==> src/rtl/topk_pkg.sv <==
package topk_pkg;

  localparam int unsigned TOPK_K_DEF       = 30;
  localparam int unsigned TOPK_SCORE_W_DEF = 32;
  localparam int unsigned TOPK_ID_W_DEF    = 20;

  // What a slot does on an accepted insertion
  typedef enum logic [1:0] {
    SLOT_HOLD  = 2'd0,
    SLOT_SHIFT = 2'd1,  // take the entry from the slot above
    SLOT_LOAD  = 2'd2   // take the incoming entry
  } slot_op_e;

endpackage

==> src/rtl/topk_rst_sync.sv <==
module topk_rst_sync (
  input  logic clk_i,
  input  logic rst_ni,
  output logic rst_no
);

  logic [1:0] sync_q;

  always_ff @(posedge clk_i or negedge rst_ni) begin
    if (!rst_ni) begin
      sync_q <= 2'b00;
    end else begin
      sync_q <= {sync_q[0], 1'b1};
    end
  end

  assign rst_no = sync_q[1];

endmodule

==> src/rtl/topk_compare.sv <==
module topk_compare #(
  parameter int unsigned K       = topk_pkg::TOPK_K_DEF,
  parameter int unsigned SCORE_W = topk_pkg::TOPK_SCORE_W_DEF
) (
  input  logic [SCORE_W-1:0]        in_score_i,
  input  logic [K-1:0][SCORE_W-1:0] slot_score_i,
  output logic [K-1:0]              gt_o
);

  // One strict comparator per slot. The array is ascending, so gt_o is a
  // run of ones starting at bit 0.
  for (genvar s = 0; s < K; s++) begin : g_cmp
    assign gt_o[s] = (in_score_i > slot_score_i[s]);
  end

endmodule

==> src/rtl/topk_slot_ctrl.sv <==
module topk_slot_ctrl
  import topk_pkg::*;
#(
  parameter int unsigned K = topk_pkg::TOPK_K_DEF
) (
  input  logic             in_valid_i,
  input  logic [K-1:0]     gt_i,
  output logic             accept_o,
  output logic [K-1:0][1:0] op_o
);

  // Only the slot 0 comparison decides admission
  assign accept_o = in_valid_i & gt_i[0];

  for (genvar s = 0; s < K; s++) begin : g_op
    if (s == K - 1) begin : g_top
      assign op_o[s] = !accept_o ? SLOT_HOLD :
                       gt_i[s]   ? SLOT_LOAD : SLOT_HOLD;
    end else begin : g_mid
      assign op_o[s] = !accept_o             ? SLOT_HOLD  :
                       (gt_i[s] & gt_i[s+1]) ? SLOT_SHIFT :
                       gt_i[s]               ? SLOT_LOAD  : SLOT_HOLD;
    end
  end

endmodule

==> src/rtl/topk_sorter.sv <==
module topk_sorter
  import topk_pkg::*;
#(
  parameter int unsigned K       = topk_pkg::TOPK_K_DEF,
  parameter int unsigned SCORE_W = topk_pkg::TOPK_SCORE_W_DEF,
  parameter int unsigned ID_W    = topk_pkg::TOPK_ID_W_DEF
) (
  input  logic                 clk_i,
  input  logic                 rst_ni,
  input  logic                 clr_i,
  input  logic                 in_valid_i,
  input  logic [SCORE_W-1:0]   in_score_i,
  input  logic [ID_W-1:0]      in_id_i,
  output logic [K*SCORE_W-1:0] rank_score_o,
  output logic [K*ID_W-1:0]    rank_id_o
);

  localparam int unsigned ENTRY_W = SCORE_W + ID_W;

  logic                          rst_n;
  logic [K-1:0][SCORE_W-1:0]     score_q, score_d;
  logic [K-1:0][ID_W-1:0]        id_q, id_d;
  logic [K-1:0]                  gt;
  logic [K-1:0][1:0]             op;
  logic                          accept;
  logic                          upd_en;

  topk_rst_sync u_rst_sync (
    .clk_i  (clk_i),
    .rst_ni (rst_ni),
    .rst_no (rst_n)
  );

  topk_compare #(
    .K       (K),
    .SCORE_W (SCORE_W)
  ) u_compare (
    .in_score_i   (in_score_i),
    .slot_score_i (score_q),
    .gt_o         (gt)
  );

  topk_slot_ctrl #(
    .K (K)
  ) u_slot_ctrl (
    .in_valid_i (in_valid_i),
    .gt_i       (gt),
    .accept_o   (accept),
    .op_o       (op)
  );

  // Next state per slot; clear overrides any insertion
  for (genvar s = 0; s < K; s++) begin : g_next
    logic [ENTRY_W-1:0] above;
    if (s == K - 1) begin : g_top
      assign above = {in_score_i, in_id_i};
    end else begin : g_mid
      assign above = {score_q[s+1], id_q[s+1]};
    end
    assign {score_d[s], id_d[s]} =
      clr_i                     ? '0                       :
      (op[s] == 2'(SLOT_SHIFT)) ? above                    :
      (op[s] == 2'(SLOT_LOAD))  ? {in_score_i, in_id_i}    :
                                  {score_q[s], id_q[s]};
  end

  assign upd_en = clr_i | accept;

  always_ff @(posedge clk_i or negedge rst_n) begin
    if (!rst_n) begin
      score_q <= '0;
      id_q    <= '0;
    end else if (upd_en) begin
      score_q <= score_d;
      id_q    <= id_d;
    end
  end

  assign rank_score_o = score_q;
  assign rank_id_o    = id_q;

endmodule

==> config.mk <==
export PLATFORM = sky130hd
export DESIGN_NAME = topk_sorter
export DESIGN_NICKNAME = d
export VERILOG_FILES = /design/src/rtl/topk_pkg.sv /design/src/rtl/topk_rst_sync.sv /design/src/rtl/topk_compare.sv /design/src/rtl/topk_slot_ctrl.sv /design/src/rtl/topk_sorter.sv
export SDC_FILE = /design/constraint.sdc
export NUM_CORES = 2
export LEC_CHECK = 0
export BUFFER_PORTS_ARGS = -buffer_cell sky130_fd_sc_hd__buf_2
export CAP_MARGIN = 30
export CELL_PAD_IN_SITES_DETAIL_PLACEMENT = 0
export CELL_PAD_IN_SITES_GLOBAL_PLACEMENT = 2
export CORE_MARGIN = 2
export CORE_UTILIZATION = 25
export CTS_BUF_LIST = sky130_fd_sc_hd__clkbuf_4 sky130_fd_sc_hd__clkbuf_8
export DETAILED_ROUTE_END_ITERATION = 12
export PLACE_DENSITY = 0.71
export RECOVER_POWER = 25
export SETUP_SLACK_MARGIN = 0.3
export SYNTH_ARGS = -nofsm -noshare
export SYNTH_HDL_FRONTEND = slang
export SYNTH_SLANG_ARGS = --single-unit
==> constraint.sdc <==
create_clock -name clk_i -period 64.3 [get_ports clk_i]
set_input_delay 3.215 -clock clk_i [delete_from_list [all_inputs] [get_ports clk_i]]
set_output_delay 3.215 -clock clk_i [all_outputs]
set_load 0.1 [all_outputs]
# [Word level (Yosys, flattened, before mapping)]
# Index checks and enable logic that the tools add are counted.
[classes] addsub=0 shift=0 reduce_logical=60 multipliers=0 div_mod_pow=0 mux=179 bitwise_logic=31 order_cmp=30 n_eq_ne=60
[op_table] operator="$mux W52" n=90
[op_table] operator="$gt A32 B32 Y1" n=30
[op_table] operator="$mux W2" n=89
[op_table] operator="$reduce_bool A3 Y1" n=30
[op_table] operator="$eq A2 B1 Y1 const B" n=30
[op_table] operator="$eq A2 B2 Y1 const B" n=30
[op_table] operator="$reduce_and A2 Y1" n=30
[op_table] operator="$and A1 B1 Y1" n=30
[op_table] operator="$or A1 B1 Y1" n=1
[totals] ramBits=0 out_inout_bits=1560 inputBits=56 wordCells=421 rom_bits=0 ff_bits=1562 latch_bits=0 mem_count=0

# [Logic depth before layout (Yosys ltp)]
[logic_depth] word_depth=8 mapped_depth=15 mapped_depth_nobuf=10

# [Cells and area by module]
# Synthesis repeated with hierarchy kept, for this count alone.
[unflattened] hier_cells=10660 area_unflattened_um2=101183.3
[by_module_without_submodules] module="topk_sorter" area_per_inst_um2=76384.5 instances=1 seq_area_each_um2=39037.4 cells_each=7253
[by_module_without_submodules] module="topk_compare" area_per_inst_um2=24095.6 instances=1 seq_area_each_um2=0.0 cells_each=3330
[by_module_without_submodules] module="topk_slot_ctrl" area_per_inst_um2=649.4 instances=1 seq_area_each_um2=0.0 cells_each=74
[by_module_without_submodules] module="topk_rst_sync" area_per_inst_um2=53.8 instances=1 seq_area_each_um2=50.0 cells_each=3

# [Least setup slack after synthesis]
# Ideal clock, no wire load.
[synth_path] path_kind="input port to flip-flop" startpoint="input port in_score_i[0]" endpoint="register id_q (netlist bit rank_id_o[542])" t_arrival_ps=6442 slack_ps=57731 path_buffers=4 required_time_ps=64173 path_stages=14 setup_time_ps=127 path_cell_list="clkbuf_1 inv_1 ha_1 nor2b_1 o211ai_1 a2111oi_0 or4b_2 a22oi_1 buf_2 nor2_1 and3_1 clkbuf_1 clkbuf_1 a221o_1"
[synth_via] elab_chain_len=7 elab_cells_between_ends=15 cone_classes="order compare (3); eq/ne (2); mux (5); bitwise (3); reduce/logical (2)"
[synth_lines] item="from (decl)" line_no="topk_sorter.sv:12" text="input logic [SCORE_W-1:0] in_score_i,"
[synth_lines] item="$gt A32 B32 Y1" line_no="topk_compare.sv:13" text="assign gt_o[s] = (in_score_i > slot_score_i[s]);"
[synth_lines] item="$and A1 B1 Y1 or $mux W2 (tied branches)" line_no="topk_slot_ctrl.sv:21, topk_slot_ctrl.sv:22"
[synth_lines] item="$mux W2" line_no="topk_slot_ctrl.sv:21" text="(gt_i[s] & gt_i[s+1]) ? SLOT_SHIFT :"
[synth_lines] item="$mux W2" line_no="topk_slot_ctrl.sv:20" text="assign op_o[s] = !accept_o ? SLOT_HOLD :"
[synth_lines] item="$eq A2 B1 Y1 or $eq A2 B2 Y1 (tied branches)" line_no="topk_sorter.sv:62, topk_sorter.sv:63"
[synth_lines] item="$reduce_bool A3 Y1 (no line) or $mux W52 (tied branches)"
[synth_lines] item="$reduce_and A2 Y1 (no line) or $mux W52 (tied branches)"
[synth_lines] item="to (signal assigned)" line_no="topk_sorter.sv:75" text="id_q <= id_d;"
[synth_lines] item="to (decl)" line_no="topk_sorter.sv:22" text="logic [K-1:0][ID_W-1:0] id_q, id_d;"
# Several ways; a longest one is shown, not always the timed one.
# A chain may end at the register's enable or synchronous reset.

==> summary.md <==
| Metric | Value |
|---|---|
| Leakage | 0.0547 uW |
| Row count | 228 |
| Worst setup EP type | async pin |
| Area occupied by multi-input gates | 0.0518 sq mm |
| Cell with the most instances after synthesis | dfrtp_1 |
| Global-route wire length before repair | 751 mm |
| Peak supply drop | 0.0000256 V |
| Max_slew headroom | -528% |
| Post-synth EDFFs | 0 |
| DRT Wirelength | approximately 550 mm |
| Total negative slack | 0 ns |
| RSZ-0062 raised after global routing | false |
| Share of cells above drive strength 1 | 21.3% |
| Area growth, synth to finish | 21.7% |
| Sequential share of the synthesized area | 40.2% |
| Post-synth ARST share | 100% |
| CTS root buffer | clkbuf_8 |
| Arrival @ worst endpoint | approximately 16 ns |
| Yosys cell types | 64 |
| Antenna violations before repair | 31 |
| Gates resized, CTS repair | 0 |
| Fin nets | approximately 12000 |
| All-layer global routing usage | a little over a quarter |
| Top cells by count, synth | dfrtp_1, mux2i_1, nor2_1 |
| CTS sink cnt | ~1600 |
| I/O Buffers | 1615 |
| # setup viols final | 0 |
| Synth top area cells | dfrtp_1, ha_1, mux2i_1 |
| CTS tree | yes |
| Register Area | 0.0391 sq mm |
| Post-DRT Antenna Nets | 0 |
| Initial Util | between 20% and 30% |
| Max_cap viols | 18 |
| Final Cycle Share | 23.8% |
| Cells after synthesis | 10051 |
| Largest net degree at the start of global routing | around 160 |
| TritonCTS buffer count | 322 |
| Post-DP HPWL | just over 400 mm |
| Horiz. Die Dim | 627 microns |
| Fmax | 65.2 MHz |
| WP data required | between 60 and 70 ns |
| Via density | 5.29 |
| Postcts setup bufs | 0 |
| Final Max Slew Viols | 1212 |
| Clk_lat worst skew | about 1.1 ns |
| Main synth FF type | dfrtp_1 |
| Remaining DRCs | 0 |
| Worst setup SP type | flop |
| Drt first pass iters | 5 |
| Vias in the first global route | around 86000 |
| Met2 Use GR | 42.1% |
| CTS hold repair buffers | 0 |
| Syn nets | 11067 |
| M1 GR Usage | between 30% and 40% |
| Failing checks | max-capacitance violations, max-slew violations |
| Overall via count from detail_route | approximately 89000 |
| Run status | finished, violations left |
| Grt total ovfl | 0 |
| Post-Route Utilization | a little under a third |
| Die area | 0.394 sq mm |
| Cell area after synthesis | 0.0971 sq mm |
| 1st-iter DRT viols | 7952 |
| Final min period | ~15 ns |
| Die height | 627 microns |
| # fillers | 41102 |
| Hold Vio Cnt, Final | 0 |
| Clock Path Buffers | 4 |
| P per Cell Area | roughly 36 mW/mm^2 |
| Syn. warnings | 0 |
| GP Congestion | 0.938 |
| # IOs | 1616 |
| #FFs+latches synth | 1562 |
| Core box area | 0.386 sq mm |
| Global routing's busiest layer | met2 |
| Worst-path maximum fanout | 146 |
| Setup CP Type | reg -> async |
| Worst hold path class | reg -> reg |
| Yosys top cell area share | between 40% and 50% |
| Actual slew at the worst max-slew pin | 9.41 ns |
| Htree depth | 5 |
| Met3 Use GR | ~6.0% |
| Avg Cell Area, Syn | around 9.7 sq um |
| Wirelength per Cell | 32.7 microns |
| Clock-pin slew on the worst setup and hold paths | about 0.060 ns |
| Clock Skews | 0.0957 ns |
| Most area-hungry cell type in the Yosys netlist | dfrtp_1 |
## flip-flops by register name, indices dropped and copies added, names as in the netlist
name	cells
rank_id_o	600
rank_score_o	960
u_rst_sync.sync_q	2
## cells in the final DEF, fill, tap and decap left out, types with 402 or more instances in the layout
master     netlist  layout
a211oi_1       786     780
a21oi_1        431     416
buf_2          122    1582
clkbuf_8         0     402
dfrtp_1       1562    1562
ha_1           960     960
inv_1          959     958
mux2i_1       1131    1131
nor2_1        1097    1092
o2bb2ai_1      569     569
## per-layer routing
layer / up-vias / wire length [microns] / share of wire (%)
li1: 39309 / - / -
met1: 45421 / 230000 / 42
met2: 3664 / 246000 / 45
met3: 840 / 41800 / 7.6
met4: 10 / 33700 / 6.1
met5: - / 63 / 0.011
## critical path: stages (launching register included)
cell      delay [ns]
dfrtp_1         1.77
clkbuf_1        6.18
clkbuf_1        2.38
clkbuf_1        2.28
buf_4           0.94
buf_12          0.53
buf_4           0.79
## metrics by stage
step	instance area [sq um]	std cells	setup slack [ns]	power (uW)	hold slack (ns)
after global placement	111000	16286	54.67	3110	0.334
after CTS	118000	16857	55.74	4310	0.357
final	118000	16876	48.97	4290	0.354
after floorplan	97100	10051	17.53	2560	0.331
after global routing	118000	16867	46.63	4460	0.365
after detailed placement	111000	16294	54.61	3120	0.343
## area by class of cell
| cell class | instances | area share, % |
|---|---|---|
| well taps | 5175 | 5.48 |
| diodes | 13 | 0.0275 |
| clock inverters | 53 | 0.551 |
| inverters | 959 | 3.05 |
| repair buffers | 1877 | 8.72 |
| clock buffers | 510 | 5.36 |
| multi-input cells | 6727 | 43.8 |
| flip-flops and latches | 1562 | 33.1 |
## worst paths after layout
kind                                      start                   end  slack [ns]  depth (start not counted)
setup / recovery           u_rst_sync.sync_q[1]      rank_score_o[80]       48.97                          6
hold / removal             u_rst_sync.sync_q[0]  u_rst_sync.sync_q[1]        0.35                          0
setup reg to reg           u_rst_sync.sync_q[1]      rank_score_o[80]       48.97                          6
hold reg to reg            u_rst_sync.sync_q[0]  u_rst_sync.sync_q[1]        0.35                          0
max in group clk_i               in_score_i[11]        rank_id_o[467]       55.64                         14
min in group asynchronous  u_rst_sync.sync_q[1]     rank_score_o[864]        0.88                          0
## logic make-up after synthesis
logic type / Yosys count / synth area share, %
AO/OA/AOI/OAI: 2559 / 19.3
adder cells (fa/ha/maj): 960 / 12.4
buffers and inverters: 1762 / 7.01
flip-flops: 1562 / 40.2
multiplexers: 1131 / 11.7
other: 1 / 0.00386
AND/OR/NAND/NOR: 2076 / 9.43
## report_power, final
part / leakage [uW] / switching [uW] / total [uW] / internal (uW)
Clock: 0.00372 / 526 / 1190 / 661
Sequential: 0.0212 / 187 / 1280 / 1090
Combinational: 0.0297 / 1460 / 1830 / 367
Note: power is estimated with default switching activity, not from simulation.
